===== config.mk =====
export PLATFORM = sky130hd
export DESIGN_NAME = page_prog_seq
export DESIGN_NICKNAME = d
export VERILOG_FILES = /design/src/rtl/page_prog_seq.sv
export SDC_FILE = /design/constraint.sdc
export NUM_CORES = 1
export LEC_CHECK = 0
export BUFFER_PORTS_ARGS = -buffer_cell sky130_fd_sc_hd__buf_4
export CAP_MARGIN = 10
export CORE_MARGIN = 2
export CORE_UTILIZATION = 62
export CTS_CLUSTER_SIZE = 16
export DETAILED_ROUTE_END_ITERATION = 6
export PLACE_DENSITY = 0.95
export SYNTH_ARGS = -nofsm -noshare
export SYNTH_HDL_FRONTEND = slang
export SYNTH_SLANG_ARGS = --single-unit

===== constraint.sdc =====
create_clock -name clk -period 3.7 [get_ports clk]
set_clock_uncertainty 0.1 [all_clocks]
set_input_delay 0.74 -clock clk [delete_from_list [all_inputs] [get_ports clk]]
set_output_delay 0.74 -clock clk [all_outputs]
set_load 0.1 [all_outputs]

===== src/rtl/page_prog_seq.sv =====
module page_prog_seq #(
  parameter int ADDR_W         = 9,
  parameter int PAGE_BYTES     = 8,
  parameter int OVF_WRAP       = 1,
  parameter int PROT_EN        = 1,
  parameter int TICKS_PER_BYTE = 16
) (
  input  logic              clk,
  input  logic              rst_n,
  input  logic              xfer_start,
  input  logic [ADDR_W-1:0] start_addr,
  input  logic              data_vld,
  input  logic [7:0]        data_in,
  input  logic              stop,
  input  logic              wp,
  output logic              data_ack,
  output logic              busy,
  output logic              mem_we,
  output logic [ADDR_W-1:0] mem_addr,
  output logic [7:0]        mem_wdata
);
  localparam int LO_W = (PAGE_BYTES > 1) ? $clog2(PAGE_BYTES) : 1;
  localparam int CNT_W = $clog2(PAGE_BYTES + 1);
  localparam int TK_W = $clog2(TICKS_PER_BYTE + 1);
  localparam logic [CNT_W-1:0] CNT_FULL = CNT_W'(PAGE_BYTES);
  localparam logic [TK_W-1:0] TK_LAST = TK_W'(TICKS_PER_BYTE - 1);

  typedef enum logic [1:0] {S_IDLE, S_COLL, S_PROG, S_GAP} st_t;

  st_t               st;
  logic [ADDR_W-1:0] base_q;
  logic [LO_W-1:0]   slot_q, idx_q;
  logic [CNT_W-1:0]  cnt_q;
  logic [TK_W-1:0]   tk_q;
  logic              abort_q;
  logic [7:0]        pg_mem [PAGE_BYTES];

  logic full, over, in_coll, pg_we, unit_end, last_byte, prot_hit;
  logic [LO_W-1:0] lo_sum;

  assign full      = (cnt_q == CNT_FULL);
  assign over      = full && (OVF_WRAP == 0);
  assign in_coll   = (st == S_COLL) && !xfer_start && !stop;
  assign data_ack  = in_coll && data_vld && !abort_q && !over;
  assign pg_we     = data_ack;
  assign busy      = (st == S_PROG);
  assign unit_end  = busy && (tk_q == TK_LAST);
  assign last_byte = ({{(CNT_W-LO_W){1'b0}}, idx_q} + CNT_W'(1)) == cnt_q;
  assign lo_sum    = base_q[LO_W-1:0] + idx_q;
  assign mem_addr  = {base_q[ADDR_W-1:LO_W], lo_sum};
  assign prot_hit  = (PROT_EN != 0) && wp && mem_addr[ADDR_W-1];
  assign mem_we    = unit_end && !prot_hit;
  assign mem_wdata = pg_mem[idx_q];

  always_ff @(posedge clk) begin
    if (pg_we) pg_mem[slot_q] <= data_in;
  end

  always_ff @(posedge clk) begin
    if (!rst_n) begin
      st      <= S_IDLE;
      base_q  <= '0;
      slot_q  <= '0;
      idx_q   <= '0;
      cnt_q   <= '0;
      tk_q    <= '0;
      abort_q <= 1'b0;
    end else begin
      case (st)
        S_IDLE, S_COLL: begin
          if (xfer_start) begin
            st      <= S_COLL;
            base_q  <= start_addr;
            slot_q  <= '0;
            cnt_q   <= '0;
            abort_q <= 1'b0;
          end else if (st == S_COLL && stop) begin
            if (abort_q || cnt_q == '0) st <= S_IDLE;
            else begin
              st    <= S_PROG;
              idx_q <= '0;
              tk_q  <= '0;
            end
          end else if (st == S_COLL && data_vld) begin
            if (over) abort_q <= 1'b1;
            else if (!abort_q) begin
              slot_q <= slot_q + LO_W'(1);
              if (!full) cnt_q <= cnt_q + CNT_W'(1);
            end
          end
        end
        S_PROG: begin
          if (unit_end) begin
            tk_q  <= '0;
            idx_q <= idx_q + LO_W'(1);
            if (last_byte) st <= S_GAP;
          end else begin
            tk_q <= tk_q + TK_W'(1);
          end
        end
        default: st <= S_IDLE;
      endcase
    end
  end

  p_we_in_busy_r3: assert property (@(posedge clk) disable iff (!rst_n)
    mem_we |-> busy);
  p_hi_fixed_r4: assert property (@(posedge clk) disable iff (!rst_n)
    (busy && $past(busy)) |-> $stable(mem_addr[ADDR_W-1:LO_W]));
  p_abort_noack_r6: assert property (@(posedge clk) disable iff (!rst_n)
    ((OVF_WRAP == 0) && in_coll && data_vld && full) |-> !data_ack);
  p_empty_stop_r7: assert property (@(posedge clk) disable iff (!rst_n)
    ((st == S_COLL) && stop && !xfer_start && cnt_q == '0) |=> !busy);
  p_protect_r8: assert property (@(posedge clk) disable iff (!rst_n)
    (mem_we && (PROT_EN != 0) && wp) |-> !mem_addr[ADDR_W-1]);
  p_busy_noack_r9: assert property (@(posedge clk) disable iff (!rst_n)
    busy |-> !data_ack);
  p_gap_r9: assert property (@(posedge clk) disable iff (!rst_n)
    $fell(busy) |-> (st == S_GAP && !data_ack));
endmodule


==> impl_summary.log <==
[metrics] internal power: 0.00141 W
[metrics] data arrival time of the worst path: 2.07 ns
[metrics] period utilisation layout: 0.787
[metrics] xor and xnor fraction of the mapped netlist area: 0.0157
[metrics] number of flip-flops and latches in the synthesized netlist: 93
[metrics] part of the power in combinational logic: 0.073
[metrics] Total Neg Setup Slack: 0 ns
[metrics] Pins Over Slew Limit: 0
[metrics] count of synthesis-stage warnings from yosys: 0
[metrics] cell at the slowest stage of the critical path: sky130_fd_sc_hd__mux4_1
[metrics] maximum clock frequency: 343 MHz
[metrics] setup slack on the worst flop-to-flop path: 1.57 ns
[metrics] Placeable Area: 0.00599 mm²
[metrics] area of all sequential standard cells: 0.00250 mm²
[metrics] number of standard cells in the layout, taps in and fillers out: 389
[metrics] fill cell instance count of the final layout: 360
[metrics] number of setup buffers added after CTS: 0
[metrics] post-CTS clock slew at the launch and capture registers of the worst setup and hold paths: 0.09 ns
[metrics] buffering stage count on the worst path with inverters included: 2
[metrics] global-route total usage across every layer: 0.225
[metrics] dpl cell area: 0.00425 mm²
[metrics] buffer cell driving the clock tree root: sky130_fd_sc_hd__clkbuf_8
[metrics] outcome: completed
[metrics] row count: 28
[metrics] critical path startpoint category: flip-flop
[metrics] I/O Buffers: 42
[metrics] height of the die: 83.3 µm
[metrics] Setup CP Type: flip-flop to primary output
[metrics] wire length of the first global-routing pass: 11.8 mm
[metrics] commonest cells after routing, fill and taps aside: sky130_fd_sc_hd__edfxtp_1 (64), sky130_fd_sc_hd__buf_4 (46), sky130_fd_sc_hd__nand2_1 (33)
[metrics] Final Critical Period: 2.91 ns
[metrics] switching part of the total: 0.242
[metrics] share of layout cells above drive strength 1: 0.232
[metrics] total gr overflow: 0
[metrics] routed length per placed instance: 18.9 µm
[metrics] multiplexer fraction of the synthesized cell area: 0.138
[metrics] sequential-to-total area share from yosys stat: 0.641
[metrics] complex-gate fraction of the synthesized area: 0.0689
[metrics] Mapped Cells: 267
[metrics] worst slew margin relative to its limit: 0.421
[metrics] dominant cells by area after synthesis: sky130_fd_sc_hd__edfxtp_1 (49%), sky130_fd_sc_hd__dfxtp_1 (15%), sky130_fd_sc_hd__mux4_1 (10%), sky130_fd_sc_hd__nand2_1 (3.2%), sky130_fd_sc_hd__mux2_2 (2.3%)
[metrics] setup repair after global routing missed its margin: false
[metrics] Starting DRT DRC Count: 177
[metrics] Post-Syn Area per Cell: 14.6 µm²
[metrics] Reg2Reg Launch Point: st[0]
[metrics] Initial DRT Pass Iterations: 5
[metrics] HPWL after detailed placement: 5.08 mm
[metrics] number of global-route vias before repair: 2,325
[metrics] number of cells on the worst hold path: 2
[metrics] full die area: 0.00694 mm²
[metrics] H-tree depth reported by CTS: 3
[metrics] antenna-violating nets left: 0
[metrics] adder and majority gate portion of the synthesized area: 0.0244
[metrics] kind of end point of the critical path: primary output
[metrics] top cell family by delay on the critical path: multiplexers
[metrics] largest net degree at the start of global routing: 17
[metrics] Yosys top cell area share: 0.492
[metrics] leading register cell type out of synthesis: sky130_fd_sc_hd__edfxtp_1
[metrics] asr flop ratio synth: 0
[metrics] number of primary I/O pins: 43
[metrics] count of flip-flops with a built-in enable after synthesis: 64
[metrics] area added between synthesis and finish: 13.0%
[metrics] most frequent standard cell in the layout excluding fill and tap cells: sky130_fd_sc_hd__edfxtp_1
[metrics] number of distinct library cell variants in the gate-level netlist after synthesis: 42
[metrics] final non-filler cell area: 0.00441 mm²
[metrics] clock latency at the later pin of the worst-skew pair: 0.35 ns
[metrics] number of placed instances with taps included: 373
[metrics] worst endpoint required time: 2.86 ns
[metrics] TritonCTS clock tree: built
[metrics] number of antenna violations at the first check in global routing: 0
[metrics] classification of the worst-slack hold path: flip-flop to flip-flop
[metrics] layout net count: 339
[metrics] power share of the clock group: 0.320
[metrics] # clock sinks: 93
[metrics] dominant combinational cell family by area after synthesis: multiplexers
[metrics] routed vias/inst: 5.87
[metrics] overall routed net length: 7.35 mm
[metrics] CP dominant cell by count: sky130_fd_sc_hd__buf_4
[metrics] Worst path max stage delay: 0.63 ns
[metrics] Hold EP: tk_q[4]
[metrics] r2r endpoint: pg_mem[1][0]
[metrics] cells on worst reg2reg path: 5
[metrics] hold wc startpoint: tk_q[4]
[metrics] die outline width: 83.3 µm
[metrics] endpoints failing hold: 0
[metrics] Tightest Pin Transition: 0.866 ns
[metrics] Crit Path Max Fanout: 16
[metrics] via count: 2,285
[metrics] dominant cell type by area after synthesis: sky130_fd_sc_hd__edfxtp_1
[metrics] combined area of all synthesized cells: 0.00390 mm²
[metrics] Final setup violation count: 0
[metrics] Critical Path, Cell by Cell: buf_4, mux4_1, mux2_2, buf_4
[metrics] share of synthesized cell area in and, or, nand and nor gates: 0.0744
[metrics] number of max-cap violations: 0
[metrics] power density over cell area: 420 mW/mm²
[metrics] Hold-fix buffers, CTS: 0
[metrics] net switching component of the power: 0.000448 W
[metrics] n_diodes: 0
[metrics] GPL Wtd Cong: 0.898
[metrics] leakage power summed over all cells: 1.57 nW
[metrics] Starting Density: 0.651
[metrics] Max Buffers Root-to-Sink: 2
[metrics] Peak VDD IR: 0.000265 V
[metrics] number of buffers added by the clock tree synthesis step: 9
[metrics] post-cts repair resize count: 0
[metrics] multi-input logic area: 0.00126 mm²
[metrics] synthesized netlist net count: 297
[metrics] sequential power share: 0.607
[metrics] number of remaining DRC errors: 0
worst reg2reg max path: stages (launching register included):
cell and delay (ns):
sky130_fd_sc_hd__dfxtp_1 0.41, sky130_fd_sc_hd__nand3b_1 0.14, sky130_fd_sc_hd__nor3_2 0.24, sky130_fd_sc_hd__nand2_1 0.16
sky130_fd_sc_hd__nor3_1 0.52, sky130_fd_sc_hd__buf_4 0.27
layout make-up:
type	count	area share
clock buffers	11	0.0298
clock inverters	5	0.00794
inverters	11	0.00936
multi-input cells	148	0.286
flip-flops and latches	93	0.567
well taps	75	0.0213
repair buffers	46	0.0783
metal layers:
| metal | wire length (µm) | GRT usage |
|---|---|---|
| met2 | 3680 | 0.371 |
| met3 | 466 | 0.0547 |
| met1 | 3130 | 0.298 |
| met5 | 0 | 0 |
| met4 | 68 | 0.0715 |
flip-flops by register name (all words and copies together), names as in the netlist, named ones only:
register and count:
slot_q 3, tk_q 5, base_q 9, st 2, cnt_q 4, pg_mem 64, idx_q 3
power by group through the flow:
| stage | Clock (W) | Combinational (W) | Sequential (W) |
|---|---|---|---|
| after detailed placement | 0 | 0.000135 | 0.00115 |
| after global routing | 0.000644 | 0.000144 | 0.00113 |
| after floorplan | 0 | 0.0000952 | 0.00115 |
| after CTS | 0.000601 | 0.000135 | 0.00113 |
| final | 0.000593 | 0.000135 | 0.00113 |
| after global placement | 0 | 0.000132 | 0.00115 |
worst max-delay path by stage:
stage / startpoint / to / slack, ns / depth (start not counted)
6_report: flip-flop / mem_wdata[4] / 0.79 / 4
5_1_grt: flip-flop / mem_wdata[4] / 0.69 / 3
4_1_cts: flip-flop / mem_wdata[4] / 0.76 / 3
3_5_place_dp: stop / pg_mem[3][4] / 1.08 / 5
3_3_place_gp: stop / pg_mem[3][2] / 1.16 / 5
2_1_floorplan: xfer_start / pg_mem[0][0] / 0.07 / 4
synth_stat cells, types with 4 or more instances:
cell	number
sky130_fd_sc_hd__xnor2_1	5
sky130_fd_sc_hd__mux2_2	8
sky130_fd_sc_hd__nand3_1	5
sky130_fd_sc_hd__nand2_1	33
sky130_fd_sc_hd__ha_1	6
sky130_fd_sc_hd__nor2_1	12
sky130_fd_sc_hd__a21oi_1	15
sky130_fd_sc_hd__dfxtp_1	29
sky130_fd_sc_hd__mux4_1	15
sky130_fd_sc_hd__edfxtp_1	64
sky130_fd_sc_hd__nand2b_1	4
sky130_fd_sc_hd__o21ai_0	5
sky130_fd_sc_hd__nor3_1	4
sky130_fd_sc_hd__inv_1	10
sky130_fd_sc_hd__a211oi_1	5
sky130_fd_sc_hd__buf_4	6
stage by stage:
stage	utilization	hold slack [ns]	total power [W]	setup slack, ns
floorplan	-	0.307	0.00124	0.0656
CTS	0.736	0.332	0.00186	0.762
global placement	0.709	0.314	0.00128	1.16
finish	0.736	0.331	0.00185	0.789
global route	0.736	0.374	0.00192	0.695
detailed placement	0.709	0.319	0.00128	1.08
kinds of logic (layout without fill, tap and decap cells):
kind of cell	after synthesis	after routing
adder cells (fa/ha/maj)	7	7
AO/OA/AOI/OAI	42	42
buffers and inverters	26	73
flip-flops	93	93
XOR/XNOR	7	7
AND/OR/NAND/NOR	65	65
multiplexers	27	27
Power figures use the tool's default switching activity.
